--- config.mk ---
export PLATFORM = sky130hd
export DESIGN_NAME = trap_sequencer
export DESIGN_NICKNAME = d
export VERILOG_FILES = /design/src/rtl/trap_pkg.sv /design/src/rtl/trap_arbiter.sv /design/src/rtl/trap_bank.sv /design/src/rtl/trap_target.sv /design/src/rtl/trap_sequencer.sv
export SDC_FILE = /design/constraint.sdc
export NUM_CORES = 1
export LEC_CHECK = 0
export BUFFER_PORTS_ARGS = -buffer_cell sky130_fd_sc_hd__buf_4
export CORE_ASPECT_RATIO = 0.6
export CORE_MARGIN = 5
export CORE_UTILIZATION = 39
export CTS_CLUSTER_DIAMETER = 80
export DETAILED_ROUTE_END_ITERATION = 12
export HOLD_SLACK_MARGIN = 0.15
export SYNTH_ARGS = -nofsm -noshare
export SYNTH_HDL_FRONTEND = slang
export SYNTH_SLANG_ARGS = --single-unit
export TNS_END_PERCENT = 50
--- constraint.sdc ---
create_clock -name clk -period 4.3 [get_ports clk]
set_input_delay 0.43 -clock clk [delete_from_list [all_inputs] [get_ports clk]]
set_output_delay 0.43 -clock clk [all_outputs]
set_load 0.03 [all_outputs]
--- src/rtl/trap_pkg.sv ---
package trap_pkg;

   localparam logic [4:0] MD_USR = 5'b10000;
   localparam logic [4:0] MD_FIQ = 5'b10001;
   localparam logic [4:0] MD_IRQ = 5'b10010;
   localparam logic [4:0] MD_SVC = 5'b10011;
   localparam logic [4:0] MD_ABT = 5'b10111;
   localparam logic [4:0] MD_UND = 5'b11011;
   localparam logic [4:0] MD_SYS = 5'b11111;

   // request kinds; value = priority index + 1, zero means none
   localparam int KW = 3;
   localparam logic [KW-1:0] K_NONE = 3'd0;
   localparam logic [KW-1:0] K_RST  = 3'd1;
   localparam logic [KW-1:0] K_DABT = 3'd2;
   localparam logic [KW-1:0] K_FIQ  = 3'd3;
   localparam logic [KW-1:0] K_IRQ  = 3'd4;
   localparam logic [KW-1:0] K_PABT = 3'd5;
   localparam logic [KW-1:0] K_UND  = 3'd6;
   localparam logic [KW-1:0] K_SWI  = 3'd7;

   localparam int NSRC  = 7;
   localparam int NBANK = 5;
   localparam int SW    = 8;

   typedef struct packed {
      logic       i_off;
      logic       f_off;
      logic       compact;
      logic [4:0] mode;
   } stat_t;

   function automatic logic [4:0] kind_mode(input logic [KW-1:0] k);
      case (k)
         K_FIQ:          return MD_FIQ;
         K_IRQ:          return MD_IRQ;
         K_DABT, K_PABT: return MD_ABT;
         K_UND:          return MD_UND;
         default:        return MD_SVC;
      endcase
   endfunction

   function automatic logic [4:0] kind_vec(input logic [KW-1:0] k);
      case (k)
         K_UND:   return 5'h04;
         K_SWI:   return 5'h08;
         K_PABT:  return 5'h0C;
         K_DABT:  return 5'h10;
         K_IRQ:   return 5'h18;
         K_FIQ:   return 5'h1C;
         default: return 5'h00;
      endcase
   endfunction

   function automatic logic [3:0] link_adj(input logic [KW-1:0] k, input logic compact);
      case (k)
         K_DABT:       return 4'd8;
         K_UND, K_SWI: return compact ? 4'd2 : 4'd4;
         default:      return 4'd4;
      endcase
   endfunction

   function automatic logic [3:0] ret_off(input logic [KW-1:0] k);
      case (k)
         K_DABT:       return 4'd8;
         K_UND, K_SWI: return 4'd0;
         default:      return 4'd4;
      endcase
   endfunction

   // {valid, slot}
   function automatic logic [3:0] mode_slot(input logic [4:0] m);
      case (m)
         MD_FIQ:  return 4'b1000;
         MD_IRQ:  return 4'b1001;
         MD_SVC:  return 4'b1010;
         MD_ABT:  return 4'b1011;
         MD_UND:  return 4'b1100;
         default: return 4'b0000;
      endcase
   endfunction

endpackage

--- src/rtl/trap_arbiter.sv ---
module trap_arbiter
   import trap_pkg::*;
#(
   parameter int N = NSRC
) (
   input  logic          boundary_i,
   input  logic [N-1:0]  req_i,
   input  logic          irq_mask_i,
   input  logic          fiq_mask_i,
   output logic [KW-1:0] kind_o
);
   localparam int FIQ_BIT = int'(K_FIQ) - 1;
   localparam int IRQ_BIT = int'(K_IRQ) - 1;

   if (N != NSRC) begin : g_bad_n
      $error("trap_arbiter: N must equal the number of request kinds");
   end

   logic [N-1:0] mask_v;
   logic [N-1:0] live;

   always_comb begin
      mask_v          = '0;
      mask_v[FIQ_BIT] = fiq_mask_i;
      mask_v[IRQ_BIT] = irq_mask_i;
      live            = req_i & ~mask_v & {N{boundary_i}};
   end

   always_comb begin
      kind_o = K_NONE;
      for (int i = N - 1; i >= 0; i--) begin
         if (live[i]) kind_o = KW'(i + 1);
      end
   end
endmodule

--- src/rtl/trap_bank.sv ---
module trap_bank
   import trap_pkg::*;
#(
   parameter int AW = 32
) (
   input  logic          clk,
   input  logic          rst_n,
   input  logic          we_i,
   input  logic [SW-1:0] spsr_i,
   input  logic [AW-1:0] link_i,
   input  logic [KW-1:0] kind_i,
   output logic [SW-1:0] spsr_o,
   output logic [AW-1:0] link_o,
   output logic [KW-1:0] kind_o
);
   always_ff @(posedge clk or negedge rst_n) begin
      if (!rst_n) begin
         spsr_o <= '0;
         link_o <= '0;
         kind_o <= K_NONE;
      end else if (we_i) begin
         spsr_o <= spsr_i;
         link_o <= link_i;
         kind_o <= kind_i;
      end
   end
endmodule

--- src/rtl/trap_target.sv ---
module trap_target
   import trap_pkg::*;
#(
   parameter int              AW       = 32,
   parameter logic [AW-1:0]   VEC_BASE = '0
) (
   input  logic [KW-1:0] kind_i,
   input  logic [AW-1:0] pc_i,
   input  stat_t         cur_i,
   output logic [AW-1:0] vec_o,
   output stat_t         st_o,
   output logic [AW-1:0] link_o,
   output logic [2:0]    slot_o
);
   logic [3:0] slot_v;

   always_comb begin
      vec_o      = VEC_BASE + AW'(kind_vec(kind_i));
      link_o     = pc_i + AW'(link_adj(kind_i, cur_i.compact));
      st_o.mode  = kind_mode(kind_i);
      st_o.compact = 1'b0;
      st_o.i_off = cur_i.i_off | (kind_i == K_IRQ) | (kind_i == K_FIQ) | (kind_i == K_RST);
      st_o.f_off = cur_i.f_off | (kind_i == K_FIQ) | (kind_i == K_RST);
      slot_v     = mode_slot(st_o.mode);
      slot_o     = slot_v[2:0];
   end
endmodule

--- src/rtl/trap_sequencer.sv ---
module trap_sequencer
   import trap_pkg::*;
#(
   parameter int            AW       = 32,
   parameter logic [AW-1:0] VEC_BASE = '0
) (
   input  logic          clk,
   input  logic          rst_n,
   input  logic          boundary_i,
   input  logic          req_rst_i,
   input  logic          req_dabt_i,
   input  logic          req_fiq_i,
   input  logic          req_irq_i,
   input  logic          req_pabt_i,
   input  logic          req_und_i,
   input  logic          req_swi_i,
   input  logic          ret_i,
   input  logic [AW-1:0] cur_pc_i,
   input  logic          narrow_i,
   output logic          pc_load_o,
   output logic [AW-1:0] pc_o,
   output logic [7:0]    status_o,
   output logic [AW-1:0] link_o,
   output logic [7:0]    spsr_o
);
   if (AW < 8) begin : g_bad_aw
      $error("trap_sequencer: AW must be at least 8");
   end
   if (VEC_BASE[4:0] != 5'd0) begin : g_bad_base
      $error("trap_sequencer: VEC_BASE must be 32-byte aligned");
   end

   stat_t         st_q;
   stat_t         cur_st;
   stat_t         ent_st;
   logic [KW-1:0] kind;
   logic [AW-1:0] vec;
   logic [AW-1:0] ent_link;
   logic [2:0]    ent_slot;
   logic          take;
   logic [3:0]    here;
   logic          here_ok;
   logic          ret_ok;

   logic [SW-1:0] bk_spsr [NBANK];
   logic [AW-1:0] bk_link [NBANK];
   logic [KW-1:0] bk_kind [NBANK];
   logic [SW-1:0] sel_spsr;
   logic [AW-1:0] sel_link;
   logic [KW-1:0] sel_kind;

   always_comb begin
      cur_st         = st_q;
      cur_st.compact = narrow_i;
   end

   trap_arbiter #(.N(NSRC)) u_arb (
      .boundary_i (boundary_i),
      .req_i      ({req_swi_i, req_und_i, req_pabt_i, req_irq_i,
                    req_fiq_i, req_dabt_i, req_rst_i}),
      .irq_mask_i (st_q.i_off),
      .fiq_mask_i (st_q.f_off),
      .kind_o     (kind)
   );

   trap_target #(.AW(AW), .VEC_BASE(VEC_BASE)) u_tgt (
      .kind_i (kind),
      .pc_i   (cur_pc_i),
      .cur_i  (cur_st),
      .vec_o  (vec),
      .st_o   (ent_st),
      .link_o (ent_link),
      .slot_o (ent_slot)
   );

   assign take = (kind != K_NONE);

   for (genvar g = 0; g < NBANK; g++) begin : g_bank
      logic we;
      assign we = take && (kind != K_RST) && (ent_slot == 3'(g));
      trap_bank #(.AW(AW)) u_bank (
         .clk    (clk),
         .rst_n  (rst_n),
         .we_i   (we),
         .spsr_i (cur_st),
         .link_i (ent_link),
         .kind_i (kind),
         .spsr_o (bk_spsr[g]),
         .link_o (bk_link[g]),
         .kind_o (bk_kind[g])
      );
   end

   always_comb begin
      here     = mode_slot(st_q.mode);
      here_ok  = here[3];
      sel_spsr = '0;
      sel_link = '0;
      sel_kind = K_NONE;
      for (int i = 0; i < NBANK; i++) begin
         if (here_ok && here[2:0] == 3'(i)) begin
            sel_spsr = bk_spsr[i];
            sel_link = bk_link[i];
            sel_kind = bk_kind[i];
         end
      end
      ret_ok = ret_i && !take && here_ok;
   end

   always_ff @(posedge clk or negedge rst_n) begin
      if (!rst_n) begin
         st_q      <= '{i_off: 1'b0, f_off: 1'b0, compact: 1'b0, mode: MD_USR};
         pc_o      <= '0;
         pc_load_o <= 1'b0;
      end else if (take) begin
         st_q      <= ent_st;
         pc_o      <= vec;
         pc_load_o <= 1'b1;
      end else if (ret_ok) begin
         st_q      <= stat_t'(sel_spsr);
         pc_o      <= sel_link - AW'(ret_off(sel_kind));
         pc_load_o <= 1'b1;
      end else begin
         st_q.compact <= narrow_i;
         pc_load_o    <= 1'b0;
      end
   end

   assign status_o = st_q;
   assign link_o   = sel_link;
   assign spsr_o   = sel_spsr;
endmodule

==> results of run 1 <==
## report_power, final
group	leakage (nW)	switching, W	total, W	internal, W
clock	0.437	0.00103	0.00243	0.00141
sequential	3.08	0.000389	0.00343	0.00304
combinational	3.12	0.00265	0.00416	0.00151
## state kept, by name, summed over array words and instances (netlist names)
signal / flops
g_bank.u_bank.link_o: 160
g_bank.u_bank.spsr_o: 40
pc_o: 32
g_bank.u_bank.kind_o: 15
status_o: 8
pc_load_o: 1
## layout by cell type (no fill, tap or decap), drive strengths merged, types with 13 or more instances in the layout
master	synthesis	final
and2	17	17
a221oi	14	14
a21oi	136	136
or3	13	13
mux2	40	40
nand2	179	179
nor2b	14	14
inv	23	25
buf	27	185
xnor2	20	20
a21o	13	13
and3	14	14
clkbuf	68	32
or2	19	19
xor2	25	25
o21ai	132	132
nor2	113	113
dfrtp	255	255
a221o	13	13
nand3	27	27
## timing repair
item                       in CTS  in global routing
setup buffers                   0                  0
hold endpoints to repair      128                  0
setup endpoints to repair       0                  0
hold buffers                    2                  0
## worst paths after layout
path                                                to  slack, ps
setup reg to reg                              pc_o[29]        310
hold / removal              g_bank[3].u_bank.spsr_o[5]        180
hold reg to reg             g_bank[0].u_bank.kind_o[1]        470
setup / recovery                            link_o[18]        270
max in group asynchronous                  status_o[4]       2810
min in group asynchronous  g_bank[1].u_bank.link_o[20]        550
## layer usage
layer  global-route usage, %  part of all wire, %
met1                   35.55                   47
met5                       0                    0
met3                   6.196                  9.9
met2                   32.92                   41
met4                   5.616                  2.5
## metrics by stage
stage               std cells  hold WS (ps)  area [sq um]
floorplan                1333         134.4         12620
global placement         1847         450.1         14210
detailed placement       1847         454.3         14210
CTS                      1895         159.1         15130
global route             1895         184.1         15130
finish                   1895         177.4         15130
## cells by family after synthesis
group                    count (synthesis)
flip-flops                             256
buffers and inverters                  118
adder cells (fa/ha/maj)                  8
AND/OR/NAND/NOR                        457
AO/OA/AOI/OAI                          405
XOR/XNOR                                45
multiplexers                            44
## layout make-up
| class | instances | area (sq um) |
|---|---|---|
| flip-flops and latches | 256 | 6407 |
| fillers | 3043 | 17030 |
| clock inverters | 14 | 196.4 |
| clock buffers | 32 | 701.9 |
| repair buffers | 187 | 1466 |
| inverters | 23 | 88.84 |
| multi-input cells | 959 | 5739 |
| well taps | 424 | 530.5 |
## synthesized netlist by cell type (6+ instances only)
cell	n	area [sq um]
a211oi_1	7	52.55
a21o_1	13	97.59
a21oi_1	135	675.7
a221o_1	13	130.1
a221oi_1	14	122.6
a22oi_1	10	75.07
a31oi_1	6	37.54
a32o_1	6	60.06
a32oi_1	11	96.34
and2_1	16	100.1
and3_1	14	87.58
buf_1	8	30.03
buf_2	9	45.04
buf_4	7	52.55
clkbuf_1	67	251.5
dfrtp_1	255	6381
inv_1	22	82.58
mux2_2	40	450.4
nand2_1	179	671.9
nand2b_1	8	50.05
nand3_1	26	130.1
nand4_1	9	56.30
nor2_1	113	424.2
nor2b_1	14	87.58
nor3_1	11	55.05
o21a_1	8	60.06
o21ai_0	127	635.6
o22a_1	6	52.55
o22ai_1	9	56.30
o2bb2ai_1	6	52.55
or2_2	15	93.84
or3_1	12	75.07
xnor2_1	20	175.2
xor2_1	25	219.0
## worst reg2reg max path, delay by kind of cell, from the launching register on
family                     cells  cell delay (ps)
AOI/OAI and AO/OA              5              760
adders and majority gates      1              320
buffers and inverters          3              610
DFF                            1              410
muxes                          1              470
and+or+nand+nor                5             1360
==> results.yml, run 1 <==
worst_setup_path:
  worst_ep_required_time_ps: 3870
  worstSetupPathType: "reg -> out"
  critPathCaptureType: "output pin"
  timing.rr.start: "status_o[2]"
  crit_slowest_cell: "and3b_1"
  path_cells: "buf_4 -> buf_4 -> and3b_1 -> a32oi_1 -> o22a_1 -> nor2_1 -> buf_4"
  worst-path-stages: 7
  critPathTopFamily: "simple AND/OR/NAND/NOR gates"
  crit_buf_inv: 3
  startpoint: "status_o[0]"
  cp_max_fo: 18
  crit_path_frequent_cell: "buf_4"
  rr_worst_depth: 15
  worstPathArrival_ps: 3600
  cp-start-kind: "register"
  worst_path_largest_cell_delay_ps: 940
floorplanning:
  dieHeight_microns: 149.3
  core_area_sq_um: 32160
  start_util_pct: 39.23
  die_x_microns: 242.2
  ios: 125
  die_area_sq_um: 36160
  fp-row-count: 51
synth:
  synth_edf_count: 0
  synth_cell_type_count: 78
  synth_xor_area_share_pct: 3.124
  synth_top_family_by_area: "compound AO/OA/AOI/OAI gates"
  syn_avg_cell_area_sq_um: 9.464
  async_flop_share_pct: 100.0
  ys_ff_latch: 256
  synthAdderAreaFrac_pct: 0.8926
  seq_area_frac_synth_pct: 50.79
  synth_compound_area_share_pct: 19.85
  synthMuxAreaShare_pct: 3.888
  synthFlopType: "dfrtp_1"
  netlist_instances: 1333
  yosys_warnings: 0
  synth_nets: 1384
  syn_area_sq_um: 12620
  synthSimpleGateAreaFrac_pct: 17.45
clock_tree:
  clock_latency_ps: 570
  cts-resized-gates: 0
  cts_tree: "done"
  cts_root_buf: "clkbuf_16"
  clock-sinks: 256
  cts_htree_levels: 1
  cts_inserted_buffers: 25
  cts.clk_slew.worst_paths_ps: 70
  ctsLongestPathBuffers: 3
grt:
  grt_max_degree: 126
  grt_pass1_vias: 10533
  grt_usage_pct: 23.30
  grt_overflow: 0
  antenna_found_initial: 1
  grt_pass1_wl_microns: 65450
worst_hold_path:
  hold-path-cell-count: 3
  min_from: "narrow_i"
  min_path_type: "in -> reg"
cells_and_area:
  area_delta_synth_final_pct: 19.93
  fin_nets: 1503
  antenna_cells: 0
  post-route-util_pct: 47.05
  drive_gt1_share_pct: 20.87
place:
  numPortBuffers: 124
  gp_congestion: 0.8874
  dpl.hpwl_microns: 30050
  pre_cts_ws_ps: 358.9
sta:
  fmax_mhz: 248.0
  slew_violations: 0
  worst_slew_pin_slew_ps: 1140
  rsz0062_at_grt: "no"
  hold_viol_final: 0
  period_needed_ps: 4033
  setup_viol: 0
  maxSlewHeadroom_pct: 23.74
  min_period_over_period_pct: 93.78
  worst_slack_ps: 267.3
  tns_ps: 0
  fin_skew_ps: 36.77
power:
  ir_worst_vdd_mv: 0.3886
  p_leak_nw: 6.639
  total_power_w: 0.01002
  power.density_nw_per_um2: 662.5
route:
  wirelength_microns: 43030
  drc_errors: 0
  vias: 10878
  dr.pass1.iters: 6
  post_drt_wl_per_cell_microns: 22.71
  antenna_left: 0
  via_per_inst: 5.740
  drtIter0Drc: 1110
run:
  maxCapViolCount: 0
outcome:
  status: "finished clean"
No activity file was read; power rests on OpenSTA's default activity.
==> inputs of run 2 (changes only) <==
--- a/config.mk
+++ b/config.mk
@@ -5,12 +5,12 @@
 export SDC_FILE = /design/constraint.sdc
 export NUM_CORES = 1
 export LEC_CHECK = 0
-export BUFFER_PORTS_ARGS = -buffer_cell sky130_fd_sc_hd__buf_4
 export CORE_ASPECT_RATIO = 0.6
 export CORE_MARGIN = 5
 export CORE_UTILIZATION = 39
 export CTS_CLUSTER_DIAMETER = 80
 export DETAILED_ROUTE_END_ITERATION = 12
+export DONT_BUFFER_PORTS = 1
 export HOLD_SLACK_MARGIN = 0.15
 export SYNTH_ARGS = -nofsm -noshare
 export SYNTH_HDL_FRONTEND = slang
==> constraint.sdc (replaced) <==
create_clock -name clk -period 4.1 [get_ports clk]
set_input_delay 0.41 -clock clk [delete_from_list [all_inputs] [get_ports clk]]
set_output_delay 0.41 -clock clk [all_outputs]
set_load 0.03 [all_outputs]
==> run 2 against run 1 <==
  * Critical path type is now reg -> reg
  * Die area unchanged
  * Worst setup slack improved by 12 ps
  * Sequential power increased by 7.9%
  * Non-clock buffer count decreased by 77
  * Clock-buffer cell count increased by 8
  * The run now ends with negative hold slack left
  * Sequential cell count unchanged
  * Global-route usage increased by 0.33 points
  * Power increased by 2.2%
  * Design area decreased by 3.4%
  * Worst hold slack got worse by 620 ps
  * Critical endpoint is now g_bank[2].u_bank.link_o[24]
==> results.yml, run 2 (synthesized netlist as in run 1, its figures left out) <==
outcome:
  status: "finished with violations"
  violations: "negative hold slack"
cells_and_area:
  largest-register: "g_bank.u_bank.link_o"
  n_fill_cell: 3088
  largest_registers: "g_bank.u_bank.link_o: 160 flops, g_bank.u_bank.spsr_o: 40 flops, pc_o: 32 flops"
  area_delta_synth_final_pct: 15.86
  multi_input_area_sq_um: 5752
  drive_gt1_share_pct: 15.47
  fin_nets: 1428
  seqCellArea_sq_um: 6409
  instances_no_fill: 1820
  mostFrequentLayoutCell: "dfrtp_1"
  final_cell_mix: "dfrtp_1, nand2_1, a21oi_1"
  antenna_cells: 0
  largest_reg_flops: 160
place:
  dpl.hpwl_microns: 29820
  dp.cells: 1751
  pre_cts_ws_ps: 127.9
  numPortBuffers: 0
  gp_congestion: 0.8985
grt:
  gr-usage-met1_pct: 35.04
  grt_max_degree: 257
  grt_usage_pct: 23.63
  met3_usage_pct: 8.166
  antenna_found_initial: 1
  grt_use_met2_pct: 32.95
  grt_pass1_wl_microns: 66280
  busiest_layer: "met1"
  grt_overflow: 0
  grt_pass1_vias: 10337
sta:
  hold_viol_final: 256
  min_period_over_period_pct: 93.18
  tns_ps: 0
  maxSlewHeadroom_pct: 21.83
  period_needed_ps: 3821
  worst_slack_ps: 279.5
  slew_violations: 0
  rsz0062_at_grt: "no"
  fmax_mhz: 261.7
  fin_skew_ps: 25.54
  hold-worst-slack_ps: -437.7
  setup_viol: 0
  worst_slew_pin_slew_ps: 1165
route:
  vias: 10584
  via_per_inst: 5.815
  antenna_left: 0
  drc_errors: 0
  drtIter0Drc: 1152
  dr.pass1.iters: 5
  wirelength_microns: 43110
  post_drt_wl_per_cell_microns: 23.69
worst_setup_path:
  worst_ep_required_time_ps: 4500
  regToRegSetupSlack_ps: 280
  cp_max_fo: 5
  crit_path_frequent_cell: "buf_4"
  cp-start-kind: "register"
  critPathCaptureType: "register"
  timing.rr.start: "status_o[7]"
  worst_path_largest_cell_delay_ps: 410
  path_cells: "nor2b_1 -> o21bai_1 -> a21oi_1 -> o21ai_1 -> nand2_1 -> inv_1 -> nor2_1 -> ha_1 -> a21o_1 -> a21oi_1 -> buf_4 -> nor3b_1 -> buf_4 -> and2_1 -> buf_4 -> nand3_1 -> xor2_1 -> o21ai_0"
  worstSetupPathType: "reg -> reg"
  crit_slowest_cell: "xor2_1"
  startpoint: "status_o[7]"
  worstPathArrival_ps: 4220
floorplanning:
  die_x_microns: 242.2
  fp-row-count: 51
  start_util_pct: 39.23
  die_area_sq_um: 36160
  core_area_sq_um: 32160
  dieHeight_microns: 149.3
  ios: 125
clock_tree:
  cts.clk_slew.worst_paths_ps: 70
  cts_htree_levels: 1
  clock-sinks: 256
  cts_inserted_buffers: 27
  ctsLongestPathBuffers: 3
  cts_hold_buf: 21
  post_cts_buffers: 0
  cts_tree: "done"
  clock_latency_ps: 580
  cts_root_buf: "clkbuf_16"
power:
  power.density_nw_per_um2: 701.0
  p_leak_nw: 6.256
  ir_worst_vdd_mv: 0.3237
worst_hold_path:
  min_path_type: "in -> async"
run:
  maxCapViolCount: 0
-- run 2: changes by cell type in the layout (fill, tap and decap cells not counted), moves of 2 or more --
cell / delta
buf_4: -95
bufinv_16: -3
clkbuf_16: +2
dlygate4sd3_1: +19
clkbuf_8: +5
clkinv_2: -2
clkinvlp_4: -2
-- run 2: worst paths after layout --
path,end,cells past startpoint
setup / recovery,g_bank[2].u_bank.link_o[24],18
hold / removal,g_bank[4].u_bank.link_o[22],0
setup reg to reg,g_bank[2].u_bank.link_o[24],18
hold reg to reg,g_bank[2].u_bank.kind_o[2],1
max in group asynchronous,g_bank[2].u_bank.link_o[5],0
min in group clk,g_bank[3].u_bank.link_o[19],2
-- run 2: report_power, final --
group / internal, W / switching, W / leakage [nW]
clock network: 0.00146 / 0.00109 / 0.454
registers: 0.00319 / 0.000510 / 3.08
logic: 0.00142 / 0.00257 / 2.72
total: 0.00608 / 0.00417 / 6.26
-- run 2: timing repair --
action	4_1_cts	5_1_grt
setup endpoints to repair	0	7
resized for setup	0	4
endpoints found under the hold margin	303	256
-- run 2: routing by layer --
metal | share of wire (%) | vias up
li1 | - | 4804
met1 | 46 | 5227
met2 | 40 | 458
met3 | 11 | 89
met4 | 2.9 | 6
met5 | 0.24 | -
-- run 2: stage by stage --
step	util, %	cell area, sq um	power, W
after global routing	45.45	14620	0.01079
after floorplan	-	12620	0.006223
after CTS	45.41	14600	0.01022
final	45.45	14620	0.01025
after detailed placement	41.90	13480	0.007631
after global placement	41.90	13480	0.007584
-- run 2: layout make-up --
class                      count  area share [%]
timing repair buffer         110           6.292
sequential                   256           43.85
multi-input combinational    959           39.35
tap                          424           3.630
inverter                      23          0.6078
clock inverter                 8          0.6335
clock buffer                  40           5.641
-- run 2: worst max-delay path: cells and delay by family, from the launching register on --
family | cells | cell delay (ps)
adder cells (fa/ha/maj) | 1 | 280
AND/OR/NAND/NOR | 6 | 1090
XOR/XNOR | 1 | 410
AO/OA/AOI/OAI | 6 | 790
buffers and inverters | 4 | 690
flip-flops | 1 | 380
